--- src/rtl/spi_rd_pkg.sv ---
package spi_rd_pkg;

  typedef enum logic [1:0] {
    ST_IDLE = 2'd0,
    ST_XFER = 2'd1,
    ST_GAP  = 2'd2
  } spi_rd_state_e;

  localparam logic [7:0] RD_OPCODE = 8'h03;

endpackage

--- src/rtl/spi_rd_tick.sv ---
module spi_rd_tick #(
  parameter int DIV_W = 8
) (
  input  logic             clk,
  input  logic             rst_n,
  input  logic             clr,
  input  logic             hold,
  input  logic [DIV_W-1:0] div,
  output logic             tick
);

  logic [DIV_W-1:0] cnt_q;
  logic [DIV_W-1:0] cnt_d;

  assign tick = (cnt_q == div);

  always_comb begin
    cnt_d = cnt_q;
    if (clr) begin
      cnt_d = '0;
    end else if (tick) begin
      if (!hold) cnt_d = '0;
    end else begin
      cnt_d = cnt_q + 1'b1;
    end
  end

  always_ff @(posedge clk or negedge rst_n) begin
    if (!rst_n) cnt_q <= '0;
    else        cnt_q <= cnt_d;
  end

endmodule

--- src/rtl/spi_rd_txsr.sv ---
module spi_rd_txsr #(
  parameter int W = 32
) (
  input  logic         clk,
  input  logic         rst_n,
  input  logic         load,
  input  logic [W-1:0] load_val,
  input  logic         shift,
  output logic         mosi
);

  logic [W-1:0] sr_q;
  logic [W-1:0] sr_d;

  assign mosi = sr_q[W-1];

  always_comb begin
    sr_d = sr_q;
    if (load)       sr_d = load_val;
    else if (shift) sr_d = {sr_q[W-2:0], 1'b0};
  end

  always_ff @(posedge clk or negedge rst_n) begin
    if (!rst_n) sr_q <= '0;
    else        sr_q <= sr_d;
  end

endmodule

--- src/rtl/spi_rd_rxsr.sv ---
module spi_rd_rxsr (
  input  logic       clk,
  input  logic       rst_n,
  input  logic       clr,
  input  logic       shift,
  input  logic       miso,
  output logic       byte_done,
  input  logic       rd_ready,
  output logic       rd_valid,
  output logic [7:0] rd_data
);

  logic [2:0] bit_q, bit_d;
  logic [6:0] sr_q, sr_d;
  logic [7:0] out_q, out_d;
  logic       vld_q, vld_d;

  assign byte_done = shift && (bit_q == 3'd7);
  assign rd_valid  = vld_q;
  assign rd_data   = out_q;

  always_comb begin
    bit_d = bit_q;
    sr_d  = sr_q;
    out_d = out_q;
    vld_d = vld_q;
    if (clr)        bit_d = '0;
    else if (shift) bit_d = bit_q + 3'd1;
    if (shift)      sr_d  = {sr_q[5:0], miso};
    if (vld_q && rd_ready) vld_d = 1'b0;
    if (byte_done) begin
      out_d = {sr_q, miso};
      vld_d = 1'b1;
    end
  end

  always_ff @(posedge clk or negedge rst_n) begin
    if (!rst_n) begin
      bit_q <= '0;
      sr_q  <= '0;
      out_q <= '0;
      vld_q <= 1'b0;
    end else begin
      bit_q <= bit_d;
      sr_q  <= sr_d;
      out_q <= out_d;
      vld_q <= vld_d;
    end
  end

endmodule

--- src/rtl/spi_flash_rd.sv ---
module spi_flash_rd
  import spi_rd_pkg::*;
#(
  parameter int DIV_W  = 8,
  parameter int LEN_W  = 16,
  parameter int ADDR_W = 24
) (
  input  logic              clk,
  input  logic              rst_n,
  input  logic [DIV_W-1:0]  div_cfg,
  input  logic              req_valid,
  output logic              req_ready,
  input  logic [ADDR_W-1:0] req_addr,
  input  logic [LEN_W-1:0]  req_len,
  output logic              busy,
  output logic              rd_valid,
  input  logic              rd_ready,
  output logic [7:0]        rd_data,
  output logic              spi_sck,
  output logic              spi_cs_n,
  output logic              spi_mosi,
  input  logic              spi_miso
);

  localparam int HDR_BITS = 8 + ADDR_W;
  localparam int HDR_CW   = $clog2(HDR_BITS + 1);
  localparam logic [HDR_CW-1:0] HDR_LAST = HDR_CW'(HDR_BITS);

  spi_rd_state_e     state_q, state_d;
  logic              sck_q, sck_d;
  logic              cs_n_q, cs_n_d;
  logic [HDR_CW-1:0] hdr_q, hdr_d;
  logic [LEN_W-1:0]  left_q, left_d;
  logic [DIV_W-1:0]  div_q, div_d;
  logic              gap_half_q, gap_half_d;

  logic tick, hold, accept, rise_ev, fall_ev, hdr_fall, data_fall;
  logic byte_done, last_byte;

  assign accept    = (state_q == ST_IDLE) && req_valid;
  assign rise_ev   = (state_q == ST_XFER) && !sck_q && tick && !rd_valid;
  assign fall_ev   = (state_q == ST_XFER) && sck_q && tick;
  assign hdr_fall  = fall_ev && (hdr_q != HDR_LAST);
  assign data_fall = fall_ev && (hdr_q == HDR_LAST);
  assign last_byte = byte_done && (left_q == '0);
  assign hold      = (state_q == ST_XFER) && !sck_q && rd_valid;

  spi_rd_tick #(.DIV_W(DIV_W)) u_tick (
    .clk   (clk),
    .rst_n (rst_n),
    .clr   (accept),
    .hold  (hold),
    .div   (div_q),
    .tick  (tick)
  );

  spi_rd_txsr #(.W(HDR_BITS)) u_tx (
    .clk      (clk),
    .rst_n    (rst_n),
    .load     (accept),
    .load_val ({RD_OPCODE, req_addr}),
    .shift    (hdr_fall),
    .mosi     (spi_mosi)
  );

  spi_rd_rxsr u_rx (
    .clk       (clk),
    .rst_n     (rst_n),
    .clr       (accept),
    .shift     (data_fall),
    .miso      (spi_miso),
    .byte_done (byte_done),
    .rd_ready  (rd_ready),
    .rd_valid  (rd_valid),
    .rd_data   (rd_data)
  );

  always_comb begin
    state_d    = state_q;
    sck_d      = sck_q;
    cs_n_d     = cs_n_q;
    hdr_d      = hdr_q;
    left_d     = left_q;
    div_d      = div_q;
    gap_half_d = gap_half_q;
    unique case (state_q)
      ST_IDLE: begin
        if (accept) begin
          state_d    = ST_XFER;
          cs_n_d     = 1'b0;
          hdr_d      = '0;
          left_d     = req_len;
          div_d      = div_cfg;
          gap_half_d = 1'b0;
        end
      end
      ST_XFER: begin
        if (rise_ev) sck_d = 1'b1;
        if (fall_ev) sck_d = 1'b0;
        if (hdr_fall) hdr_d = hdr_q + 1'b1;
        if (byte_done && !last_byte) left_d = left_q - 1'b1;
        if (last_byte) begin
          cs_n_d  = 1'b1;
          state_d = ST_GAP;
        end
      end
      ST_GAP: begin
        if (tick) begin
          gap_half_d = 1'b1;
          if (gap_half_q) state_d = ST_IDLE;
        end
      end
      default: state_d = ST_IDLE;
    endcase
  end

  always_ff @(posedge clk or negedge rst_n) begin
    if (!rst_n) begin
      state_q    <= ST_IDLE;
      sck_q      <= 1'b0;
      cs_n_q     <= 1'b1;
      hdr_q      <= '0;
      left_q     <= '0;
      div_q      <= '0;
      gap_half_q <= 1'b0;
    end else begin
      state_q    <= state_d;
      sck_q      <= sck_d;
      cs_n_q     <= cs_n_d;
      hdr_q      <= hdr_d;
      left_q     <= left_d;
      div_q      <= div_d;
      gap_half_q <= gap_half_d;
    end
  end

  assign spi_sck   = sck_q;
  assign spi_cs_n  = cs_n_q;
  assign busy      = (state_q != ST_IDLE);
  assign req_ready = (state_q == ST_IDLE);

endmodule

--- config.mk ---
export PLATFORM = sky130hd
export DESIGN_NAME = spi_flash_rd
export DESIGN_NICKNAME = d
export VERILOG_FILES = /design/src/rtl/spi_rd_pkg.sv /design/src/rtl/spi_rd_tick.sv /design/src/rtl/spi_rd_txsr.sv /design/src/rtl/spi_rd_rxsr.sv /design/src/rtl/spi_flash_rd.sv
export SDC_FILE = /design/constraint.sdc
export NUM_CORES = 1
export LEC_CHECK = 0
export BUFFER_PORTS_ARGS = -buffer_cell sky130_fd_sc_hd__clkbuf_2
export CORE_MARGIN = 2
export CORE_UTILIZATION = 62
export CTS_CLUSTER_SIZE = 10
export DETAILED_ROUTE_END_ITERATION = 6
export PLACE_DENSITY = 0.85
export SYNTH_ARGS = -nofsm -noshare
export SYNTH_HDL_FRONTEND = slang
export SYNTH_SLANG_ARGS = --single-unit
--- constraint.sdc ---
create_clock -name clk -period 6.7 [get_ports clk]
set_clock_uncertainty 0.1 [all_clocks]
set_input_delay 0.67 -clock clk [delete_from_list [all_inputs] [get_ports clk]]
set_output_delay 0.67 -clock clk [all_outputs]
set_load 0.02 [all_outputs]
Yosys cells after proc, flatten, opt, wreduce, memory -nomap -nowiden:

Index checks and enable logic that the tools add are counted.
W data, S select, Z words.

* mux-type cells: 27
* $add $sub $neg: 4
* equality and inequality tests: 13
* reductions and logical operators: 32

Operators with widths (number)
* $mux W32: 2
* $mux W16: 2
* $pmux W16 S2: 1
* $mux W8: 3
* $logic_not A16 Y1: 1
* $sub A16 B1 Y16 const B: 1
* $reduce_bool A2 Y1: 7
* $logic_and A1 B1 Y1: 13
* $mux W6: 2
* $pmux W6 S2: 1
* $reduce_and A3 Y1: 4
* $add A8 B1 Y8 const B: 1
* $eq A8 B8 Y1: 1
* $mux W2: 4
* $ne A2 B2 Y1 const B: 4
* $mux W1: 7
* $add A6 B1 Y6 const B: 1
* $eq A6 B6 Y1 const B: 1
* $mux W3: 2
* $ne A6 B6 Y1 const B: 1
* $pmux W2 S3: 1
* $ne A2 B1 Y1 const B: 2
* $pmux W1 S2: 2
* $reduce_and A2 Y1: 2
* other kinds (8): 10

* input port bits: 53
* output and inout bits: 14
* word-level logic and storage cells: 89
* flip-flop bits (word level): 94

Logic depth before layout (Yosys ltp):

Gate-level depths: netlist of run 1.

* word-level depth: 10
* gate-level depth with buffers: 8
* depth with buffers taken out: 7

Hierarchy:

Synthesis of run 1 repeated with hierarchy kept, for this count alone.

* cells, all modules: 462
* area, all modules: 4758.3 um2

By module, submodules not included
* spi_flash_rd: times used 1, seq. area each 877.1 um2, cells an instance 220, area each 1950.6 um2
* spi_rd_txsr: times used 1, seq. area each 800.8 um2, cells an instance 139, area each 1512.7 um2
* spi_rd_rxsr: times used 1, seq. area each 475.5 um2, cells an instance 47, area each 744.5 um2
* spi_rd_tick: times used 1, seq. area each 200.2 um2, cells an instance 56, area each 550.5 um2

Worst setup path after synthesis of run 1:

No wires, ideal clock.

* kind: reg2reg
* start: register left_q[10]
* end: register left_q[10]
* data required time: 6.475 ns
* cell stages (with the launch flop): 7
* clock period less this slack: 2.213 ns
* arrival time: 1.988 ns
* setup slack: 4.487 ns
* setup time: 0.125 ns
* path buffers: 1
* cell sequence: dfrtp_1 or4_4 nor4_4 nor4_2 nor2_4 buf_6 mux2_4

* longest elaborated chain between the ends: 6
* elaborated cells on any way between the ends: 9

Ends and longest elaborated chain
* from (decl): RTL line spi_flash_rd.sv:33 `logic [LEN_W-1:0] left_q, left_d;`
* from (signal assigned): RTL line spi_flash_rd.sv:131 `left_q <= left_d;`
* parallel branches: the longest is 6 deep, another holds $sub A16 B1 Y16

Several ways; the timed one is not identified. The select of a mux whose other input is x is not followed.
A chain may end at the register's enable or synchronous reset.

Final worst setup path of run 1:

* start: register state_q[0]
* end: register u_tx.sr_q[27]

* longest elaborated chain between the ends: 5
* elaborated cells on any way between the ends: 8

Ends and longest elaborated chain
* from (decl): RTL line spi_flash_rd.sv:29 `spi_rd_state_e state_q, state_d;`
* from (signal assigned): RTL line spi_flash_rd.sv:127 `state_q <= state_d;`
* $eq A2 B1 Y1: RTL line spi_flash_rd.sv:42 `assign fall_ev = (state_q == ST_XFER) && sck_q && tick;`
* $logic_and A1 B1 Y1 (2 in series): RTL line spi_flash_rd.sv:42
* $logic_and A1 B1 Y1: RTL line spi_flash_rd.sv:43 `assign hdr_fall = fall_ev && (hdr_q != HDR_LAST);`
* $reduce_bool A2 Y1 (no line)
* to (signal assigned): RTL line spi_rd_txsr.sv:25 `else sr_q <= sr_d;`
* to (decl): RTL line spi_rd_txsr.sv:12 `logic [W-1:0] sr_q;`

Parallel ways exist; a longest one is shown, timed or not.

==> flow_metrics.py, run 1 <==
metrics = {
    "status": {
        "outcome": "complete, no violations",
    },
    "critical_path": {
        "critPathBufInv": 0,
        "endpoint_kind": "register",
        "cp_cell_sequence": "nor2b_1 -> nand2_1 -> nor3_2 -> and2_1 -> o21ai_0",
        "criticalPathCategory": "reg2reg",
        "arrival_ns": 3.57,
        "crit_path_top_delay_cell": "and2_1",
        "cp_top_family": "simple AND/OR/NAND/NOR gates",
        "crit_path_max_incr_delay_ns": 1.00,
        "crit_path_start_kind": "register",
        "critPathRequiredTime_ns": 6.79,
        "crit_fanout": 35,
    },
    "floorplan": {
        "ios": 67,
        "start_util_pct": 64.1,
        "die_y_microns": 90.8,
        "die_x_microns": 90.8,
        "rows": 31,
        "dieArea_sq_um": 8250,
        "fp.coreArea_sq_um": 7290,
    },
    "synth": {
        "synth.avg_cell_area_sq_um": 10.7,
        "yosys_warnings": 0,
        "synthTopCellsByArea": "dfrtp_1 (50%), mux2_2 (5.3%), a221o_1 (5.1%), nand2_1 (5.1%), and3_1 (3.3%)",
        "synth_edf_count": 0,
        "yosysSeqAreaShare_pct": 50.4,
        "yosys.area.top_type_share_pct": 49.8,
        "synth_cells": 435,
        "synth-main-ff-cell": "dfrtp_1",
        "synth_area_sq_um": 4670,
        "synth_nets": 495,
        "synth_area_leader_cell": "dfrtp_1",
        "ys_types": 54,
        "ys_seq_elements": 94,
        "post-synth-top-count-cell": "dfrtp_1",
        "synthArstFlopShare_pct": 100,
        "synth_common_cells": "dfrtp_1 (93), nand2_1 (63), o21ai_0 (27), and3_1 (25), a221o_1 (24)",
    },
    "timing": {
        "slew_headroom_pct": 21.4,
        "hold_viol_final": 0,
        "tightest_slew_ns": 1.17,
        "rsz0062_at_grt": "no",
        "setup_tns_ns": 0,
        "period_share_pct": 51.9,
        "final-setup-viol-count": 0,
        "slew_violations": 0,
        "timing.hold.ws_ns": 0.137,
        "fmax_mhz": 287,
        "period_needed_ns": 3.48,
    },
    "drt": {
        "initialDrtViolationCount": 232,
        "antenna_left": 0,
        "drc": 0,
        "routed_wl_microns": 9550,
        "top_layer_used": "met4",
        "first_pass_iters": 5,
        "dr_wl_met2_microns": 4820,
        "wl_met1_microns": 4130,
        "wl_per_cell_microns": 16.0,
        "routed-via-count": 3599,
        "avgViaCountPerCell": 6.04,
        "dr_wl_met3_microns": 490,
    },
    "pwr": {
        "power.switching_w": 0.000493,
        "p_clk_share_pct": 23.4,
        "seqPwrFrac_pct": 53.7,
        "p_leak_nw": 2.54,
        "powerDensity_nw_per_um2": 298,
        "ir_drop_v": 0.000143,
        "p_sw_share_pct": 31.5,
        "combinationalPowerShare_pct": 22.9,
        "total_power_w": 0.00156,
        "internal-power_w": 0.00107,
    },
    "placement": {
        "portBuffers": 66,
        "post-place-cells": 581,
        "place_area_sq_um": 5050,
        "hpwlAfterDp_microns": 6560,
        "gp_congestion": 0.833,
    },
    "cts": {
        "root_buffer": "clkbuf_8",
        "cts.clk_slew.worst_paths_ns": 0.09,
        "cts_setup_buffers": 0,
        "cts_inserted_buffers": 9,
        "cts_tree": "yes",
        "post_cts_resized": 0,
        "cts_buffer_depth": 2,
        "cts_hold_buffers": 0,
        "h-tree-depth": 3,
        "cts.sinks": 94,
        "insertion_delay_ns": 0.36,
    },
    "global_routing": {
        "gr-total-overflow": 0,
        "grt_pass1_wl_microns": 16600,
        "grt_usage_pct": 24.9,
        "grt_pass1_vias": 3508,
        "antenna_found_initial": 0,
        "grt_max_degree": 62,
    },
    "worst_hold_path": {
        "hold_class": "in2async",
    },
    "final_layout": {
        "instances_no_fill": 596,
        "drive_gt1_share_pct": 25.2,
        "antennaDiodeCount": 0,
        "synthToLayoutAreaGrowth_pct": 12.2,
        "design_area_sq_um": 5240,
        "layout.nets": 553,
    },
    "run": {
        "max_cap_violations": 0,
    },
}
## final timing paths
| path | endpoint | startpoint | depth (start not counted) | slack [ns] |
|---|---|---|---|---|
| max | u_tx.sr_q[27]$_DFFE_PN0P_ | state_q[0]$_DFFE_PN0P_ | 5 | 3.22 |
| min | u_tick.cnt_q[1]$_DFFE_PN0P_ | rst_n | 1 | 0.14 |
| max reg2reg | u_tx.sr_q[27]$_DFFE_PN0P_ | state_q[0]$_DFFE_PN0P_ | 5 | 3.22 |
| min reg2reg | spi_cs_n$_DFFE_PN1P_ | spi_cs_n$_DFFE_PN1P_ | 2 | 0.38 |
| max in group asynchronous | hdr_q[2]$_DFFE_PN0P_ | rst_n | 2 | 5.25 |
| min in group clk | spi_cs_n$_DFFE_PN1P_ | spi_cs_n$_DFFE_PN1P_ | 2 | 0.38 |
## layer usage
layer / vias to the layer above / GRT usage, %
met3: 8 / 5.84
li1: 1704 / -
met5: - / 0
met4: 0 / 7.83
met2: 100 / 40.8
met1: 1787 / 33.1
## final cells by class
cell class / count / area, sq um
well taps: 99 / 124
clock inverters: 5 / 60.1
flip-flops and latches: 94 / 2350
clock buffers: 10 / 128
repair buffers: 69 / 355
multi-input cells: 308 / 2180
inverters: 11 / 41.3
fillers: 554 / 2050
## state kept, by name (all words and copies together), names as in the netlist, 3 cells and up
signal / count
hdr_q: 6
u_rx.sr_q: 7
left_q: 16
u_rx.bit_q: 3
u_rx.rd_data: 8
u_tick.cnt_q: 8
u_tx.sr_q: 32
div_q: 8
## per-stage QoR
step | utilization, % | setup slack (ns)
3_3_place_gp | 69.3 | 3.44
6_report | 71.9 | 3.22
2_1_floorplan | - | 4.49
3_5_place_dp | 69.3 | 3.29
4_1_cts | 71.9 | 3.25
5_1_grt | 71.9 | 2.90
## power groups by stage
stage | clock network (W) | logic (W) | registers (W)
5_1_grt | 0.000394 | 0.000401 | 0.000859
4_1_cts | 0.000372 | 0.000361 | 0.000836
3_3_place_gp | 0 | 0.000336 | 0.000839
2_1_floorplan | 0 | 0.000274 | 0.000814
6_report | 0.000366 | 0.000358 | 0.000839
3_5_place_dp | 0 | 0.000360 | 0.000841
## cells by family (layout without fill, tap and decap cells)
kind of cell / after synthesis / after routing / share of synthesized area, %
and+or+nand+nor: 168 / 168 / 20.2
AOI/OAI and AO/OA: 79 / 79 / 12.3
DFF: 94 / 94 / 50.4
xor gates and xnor gates: 20 / 20 / 3.75
buffers and inverters: 33 / 95 / 3.00
muxes: 34 / 34 / 8.51
adders and majority gates: 7 / 7 / 1.87
## cell usage in the layout, fill, tap and decap left out, drive strengths merged, types with 4 or more instances in the layout
| master | netlist | layout |
|---|---|---|
| dfrtp | 93 | 93 |
| clkbuf | 13 | 75 |
| nand2 | 63 | 63 |
| mux2 | 28 | 28 |
| o21ai | 27 | 27 |
| and3 | 25 | 25 |
| a221o | 24 | 24 |
| nand3 | 15 | 15 |
| xnor2 | 14 | 14 |
| nor2 | 13 | 13 |
| inv | 11 | 12 |
| nor4 | 8 | 8 |
| a21oi | 7 | 7 |
| ha | 7 | 7 |
| nor3 | 7 | 7 |
| xor2 | 6 | 6 |
| a31oi | 6 | 6 |
| mux2i | 6 | 6 |
| or4 | 6 | 6 |
| nand2b | 5 | 5 |
| nand4 | 5 | 5 |
| and2 | 4 | 4 |
| and4 | 4 | 4 |
| buf | 9 | 4 |
Note: power is estimated with default switching activity, not from simulation.
==> run 2: changes to the inputs <==
--- a/config.mk
+++ b/config.mk
@@ -7,10 +7,10 @@
 export LEC_CHECK = 0
 export BUFFER_PORTS_ARGS = -buffer_cell sky130_fd_sc_hd__clkbuf_2
 export CORE_MARGIN = 2
-export CORE_UTILIZATION = 62
+export CORE_UTILIZATION = 52
 export CTS_CLUSTER_SIZE = 10
 export DETAILED_ROUTE_END_ITERATION = 6
-export PLACE_DENSITY = 0.85
+export PLACE_DENSITY = 0.76
 export SYNTH_ARGS = -nofsm -noshare
 export SYNTH_HDL_FRONTEND = slang
 export SYNTH_SLANG_ARGS = --single-unit
==> constraint.sdc (replaced) <==
create_clock -name clk -period 2.9 [get_ports clk]
set_clock_uncertainty 0.1 [all_clocks]
set_input_delay 0.29 -clock clk [delete_from_list [all_inputs] [get_ports clk]]
set_output_delay 0.29 -clock clk [all_outputs]
set_load 0.02 [all_outputs]
==> flow_metrics.py, run 2 (same netlist as run 1, synthesis figures left out) <==
metrics = {
    "critical_path": {
        "regToRegStartpoint": "left_q[0]$_DFFE_PN0P_",
        "cp_top_family": "simple AND/OR/NAND/NOR gates",
        "crit_path_top_delay_cell": "or3b_2",
        "endpoint_kind": "register",
        "critPathRequiredTime_ns": 3.06,
        "crit_path_start_kind": "register",
        "rr_endpoint": "left_q[5]$_DFFE_PN0P_",
        "worst_r2r_path_depth": 8,
        "crit_fanout": 10,
        "arrival_ns": 2.74,
        "critPathBufInv": 2,
        "reg2reg_slack_ns": 0.31,
        "cp-startpoint": "left_q[0]$_DFFE_PN0P_",
        "cp_num_cells": 8,
        "crit_path_max_incr_delay_ns": 0.47,
        "cp_cell_sequence": "inv_1 -> ha_1 -> or3b_2 -> nor4_4 -> nor4_2 -> nor2_4 -> buf_4 -> mux2_4",
        "criticalPathCategory": "reg2reg",
        "cp-endpoint": "left_q[5]$_DFFE_PN0P_",
    },
    "global_routing": {
        "gr-total-overflow": 0,
        "antenna_found_initial": 0,
        "grt_usage_pct": 21.7,
        "grt_pass1_vias": 3675,
        "grt_pass1_wl_microns": 17100,
        "grt_max_degree": 82,
    },
    "floorplan": {
        "die_x_microns": 98.8,
        "rows": 34,
        "die_y_microns": 98.8,
        "ios": 67,
        "fp.coreArea_sq_um": 8720,
        "start_util_pct": 53.6,
        "dieArea_sq_um": 9760,
    },
    "placement": {
        "hpwlAfterDp_microns": 6990,
        "gp_congestion": 0.898,
        "post-place-cells": 602,
        "portBuffers": 66,
        "dp_slack_ns": 0.321,
    },
    "cts": {
        "cts_setup_buffers": 0,
        "cts_buffer_depth": 2,
        "root_buffer": "clkbuf_8",
        "cts_inserted_buffers": 9,
        "cts_tree": "yes",
        "cts.sinks": 94,
        "insertion_delay_ns": 0.37,
        "cts.clk_slew.worst_paths_ns": 0.09,
        "h-tree-depth": 3,
    },
    "final_layout": {
        "layout.nets": 567,
        "largest_reg_flops": 32,
        "postLayoutCoreUtil_pct": 61.9,
        "instances_no_fill": 620,
        "drive_gt1_share_pct": 27.0,
        "final_cell_mix": "dfrtp_1 (93), clkbuf_2 (65), nand2_1 (63)",
        "mostFrequentLayoutCell": "dfrtp_1",
        "antennaDiodeCount": 0,
        "synthToLayoutAreaGrowth_pct": 15.5,
        "top_register": "u_tx.sr_q",
        "reg.largest.list": "u_tx.sr_q (32), left_q (16)",
    },
    "timing": {
        "tightest_slew_ns": 0.727,
        "period_needed_ns": 2.59,
        "rsz0062_at_grt": "no",
        "slew_violations": 0,
        "setup_tns_ns": 0,
        "layout_setup_ws_ns": 0.313,
        "period_share_pct": 89.2,
        "slew_headroom_pct": 51.1,
        "final-setup-viol-count": 0,
        "hold_viol_final": 0,
        "fmax_mhz": 387,
    },
    "worst_hold_path": {
        "hold_class": "in2reg",
    },
    "drt": {
        "routed-via-count": 3537,
        "drc": 0,
        "avgViaCountPerCell": 5.70,
        "first_pass_iters": 4,
        "routed_wl_microns": 9910,
        "wl_per_cell_microns": 16.0,
        "antenna_left": 0,
        "initialDrtViolationCount": 180,
    },
    "run": {
        "max_cap_violations": 0,
    },
    "pwr": {
        "ir_drop_v": 0.000391,
        "p_leak_nw": 2.62,
        "total_power_w": 0.00368,
        "powerDensity_nw_per_um2": 682,
    },
    "status": {
        "outcome": "complete, no violations",
    },
}
run 2: worst min-delay path: stages:
cell and delay (ns):
clkbuf_2 0.07, nand2_1 0.04, nand2_1 0.04
run 2: area by class of cell:
type / count / area, sq um
fillers: 700 / 3320
flip-flops and latches: 94 / 2350
multi-input cells: 308 / 2190
clock inverters: 4 / 55.1
well taps: 108 / 135
clock buffers: 12 / 145
inverters: 11 / 41.3
repair buffers: 83 / 478
run 2: worst min-delay path by stage:
stage / startpoint / end / slack [ns] / depth (start not counted)
floorplan: rst_n / div_q[0]$_DFFE_PN0P_ / -0.11 / 0
global placement: rst_n / u_tick.cnt_q[4]$_DFFE_PN0P_ / 0.06 / 1
detailed placement: rst_n / u_tick.cnt_q[2]$_DFFE_PN0P_ / 0.07 / 1
CTS: div_cfg[3] / div_q[3]$_DFFE_PN0P_ / 0.002 / 3
global route: div_cfg[7] / div_q[7]$_DFFE_PN0P_ / 0.02 / 3
finish: div_cfg[3] / div_q[3]$_DFFE_PN0P_ / 0.007 / 3
run 2: where the power goes:
| group | internal, W | switching, W | total [W] |
|---|---|---|---|
| Clock | 0.000429 | 0.000463 | 0.000892 |
| Sequential | 0.00164 | 0.000294 | 0.00193 |
| Combinational | 0.000452 | 0.000404 | 0.000856 |
| Total | 0.00252 | 0.00116 | 0.00368 |
run 2: timing repair:
action | CTS | global route
setup endpoints to repair | 0 | 3
hold buffers | 2 | 0
resized for setup | 0 | 1
endpoints found under the hold margin | 14 | 0
run 2: metal layers:
metal  vias up  share of wire, %  GRT usage (%)
met1      1722                47           30.1
met2        67                48           34.4
met5         -                 0              0
met4         0               1.5           7.69
li1       1735                 -              -
met3        13               3.5           4.04
run 2: stage by stage:
stage	hold slack (ns)	area [sq um]
floorplan	-0.106	4670
global placement	0.0643	5170
detailed placement	0.0675	5170
CTS	0.00243	5390
global route	0.0200	5400
finish	0.00717	5400
==> run 3: changes to the inputs <==
--- a/config.mk
+++ b/config.mk
@@ -10,6 +10,7 @@
 export CORE_UTILIZATION = 52
 export CTS_CLUSTER_SIZE = 10
 export DETAILED_ROUTE_END_ITERATION = 6
+export MAX_ROUTING_LAYER = met4
 export PLACE_DENSITY = 0.76
 export SYNTH_ARGS = -nofsm -noshare
 export SYNTH_HDL_FRONTEND = slang
==> flow_metrics.py, run 3 (same netlist as run 1, synthesis figures left out) <==
metrics = {
    "critical_path": {
        "critPathBufInv": 0,
        "rr_endpoint": "u_tx.sr_q[1]$_DFFE_PN0P_",
        "cp_top_family": "simple AND/OR/NAND/NOR gates",
        "arrival_ns": 2.71,
        "crit_path_max_incr_delay_ns": 0.54,
        "reg2reg_slack_ns": 0.32,
        "crit_path_top_delay_cell": "nor3_2",
        "criticalPathCategory": "reg2reg",
        "cp_cell_sequence": "xnor2_1 -> nand4_2 -> nor3_2 -> a21oi_2 -> a221o_1",
        "crit_fanout": 24,
        "regToRegStartpoint": "u_tick.cnt_q[1]$_DFFE_PN0P_",
        "worst_r2r_path_depth": 5,
        "critPathRequiredTime_ns": 3.03,
        "cp_num_cells": 5,
        "crit_path_start_kind": "register",
        "endpoint_kind": "register",
    },
    "floorplan": {
        "die_x_microns": 98.8,
        "rows": 34,
        "fp.coreArea_sq_um": 8720,
        "start_util_pct": 53.6,
        "die_y_microns": 98.8,
        "ios": 67,
        "dieArea_sq_um": 9760,
    },
    "drt": {
        "avgViaCountPerCell": 5.70,
        "first_pass_iters": 4,
        "antenna_left": 0,
        "routed_wl_microns": 9660,
        "drc": 0,
        "routed-via-count": 3531,
        "initialDrtViolationCount": 202,
        "wl_per_cell_microns": 15.6,
    },
    "run": {
        "max_cap_violations": 0,
    },
    "final_layout": {
        "drive_gt1_share_pct": 27.5,
        "mostFrequentLayoutCell": "dfrtp_1",
        "antennaDiodeCount": 0,
        "final_cell_mix": "dfrtp_1 (93), clkbuf_2 (65), nand2_1 (63)",
        "top_register": "u_tx.sr_q",
        "synthToLayoutAreaGrowth_pct": 15.0,
        "largest_reg_flops": 32,
        "layout.nets": 567,
        "reg.largest.list": "u_tx.sr_q (32), left_q (16)",
        "final.fill_count": 689,
    },
    "timing": {
        "fmax_mhz": 388,
        "rsz0062_at_grt": "no",
        "setup_tns_ns": 0,
        "timing.hold.ws_ns": 0.0203,
        "hold_viol_final": 0,
        "final-setup-viol-count": 0,
        "period_share_pct": 88.8,
        "slew_headroom_pct": 32.3,
        "period_needed_ns": 2.58,
        "tightest_slew_ns": 1.01,
        "layout_setup_ws_ns": 0.323,
        "slew_violations": 0,
    },
    "status": {
        "outcome": "complete, no violations",
    },
    "global_routing": {
        "grt_pass1_wl_microns": 16700,
        "grt_pass1_vias": 3573,
        "grt_use_met1_pct": 28.8,
        "grt_max_degree": 49,
        "gr-usage-met2_pct": 34.3,
        "grt_most_used_layer": "met2",
        "gr-total-overflow": 0,
        "grt_usage_pct": 21.5,
        "grt_use_met3_pct": 3.33,
        "antenna_found_initial": 0,
    },
    "cts": {
        "cts.clk_slew.worst_paths_ns": 0.09,
        "insertion_delay_ns": 0.35,
        "h-tree-depth": 3,
        "post_cts_resized": 0,
        "root_buffer": "clkbuf_8",
        "cts_tree": "yes",
        "cts_inserted_buffers": 9,
        "cts_buffer_depth": 2,
        "cts.sinks": 94,
    },
    "pwr": {
        "powerDensity_nw_per_um2": 667,
        "p_leak_nw": 2.61,
        "ir_drop_v": 0.000291,
    },
    "placement": {
        "dp_slack_ns": 0.354,
        "gp_congestion": 0.878,
        "hpwlAfterDp_microns": 6780,
        "portBuffers": 66,
    },
    "worst_hold_path": {
        "hold_start": "rd_ready",
        "hold_class": "in2reg",
        "min_to": "u_rx.rd_valid$_DFFE_PN0P_",
        "hold_path_depth": 2,
    },
}
-- run 3: timing repair --
item,CTS,global route
hold buffers,1,0
hold endpoints to repair,46,0
buffers inserted,0,0
-- run 3: worst max path at each step --
stage                                 from                        end  slack, ns
2_1_floorplan       left_q[10]$_DFFE_PN0P_     left_q[10]$_DFFE_PN0P_       0.69
3_3_place_gp         left_q[0]$_DFFE_PN0P_      left_q[7]$_DFFE_PN0P_       0.32
3_5_place_dp         left_q[0]$_DFFE_PN0P_     left_q[10]$_DFFE_PN0P_       0.35
4_1_cts              left_q[0]$_DFFE_PN0P_      left_q[5]$_DFFE_PN0P_       0.32
5_1_grt        u_tick.cnt_q[2]$_DFFE_PN0P_  u_tx.sr_q[22]$_DFFE_PN0P_       0.15
6_report       u_tick.cnt_q[1]$_DFFE_PN0P_   u_tx.sr_q[1]$_DFFE_PN0P_       0.32
-- run 3: worst reg2reg max path, stage by stage (launching register included) --
cell and delay [ns]:
dfrtp_1 0.44, xnor2_1 0.31, nand4_2 0.32, nor3_2 0.54, a21oi_2 0.37, a221o_1 0.39
-- run 3: power breakdown --
group          switching [W]  total, W  leakage [nW]  internal [W]
sequential          0.000291   0.00193          1.20       0.00164
combinational       0.000400  0.000851          1.32      0.000451
clock               0.000465  0.000805        0.0889      0.000340
-- run 3: final cells by class --
| type | instances | area [sq um] | area share, % |
|---|---|---|---|
| Sequential cell | 94 | 2350 | 43.8 |
| Multi-Input combinational cell | 308 | 2180 | 40.6 |
| Inverter | 11 | 41.3 | 0.769 |
| Clock inverter | 6 | 46.3 | 0.862 |
| Tap cell | 108 | 135 | 2.52 |
| Timing Repair Buffer | 83 | 475 | 8.85 |
| Clock buffer | 10 | 138 | 2.56 |
-- run 3: layer usage --
metal  wire, microns  vias to the layer above
met2            4630                       78
met5               0                        -
met1            4560                     1714
li1                -                     1735
met3             406                        4
met4              51                        0
-- run 3: metrics by stage --
stage / utilization, % / cells / total power (W) / instance area, sq um
after floorplan: - / 435 / 0.00251 / 4670
after global placement: 59.4 / 603 / 0.00273 / 5180
after detailed placement: 59.4 / 603 / 0.00279 / 5180
after CTS: 61.6 / 620 / 0.00361 / 5370
after global routing: 61.6 / 620 / 0.00381 / 5370
final: 61.6 / 620 / 0.00358 / 5370
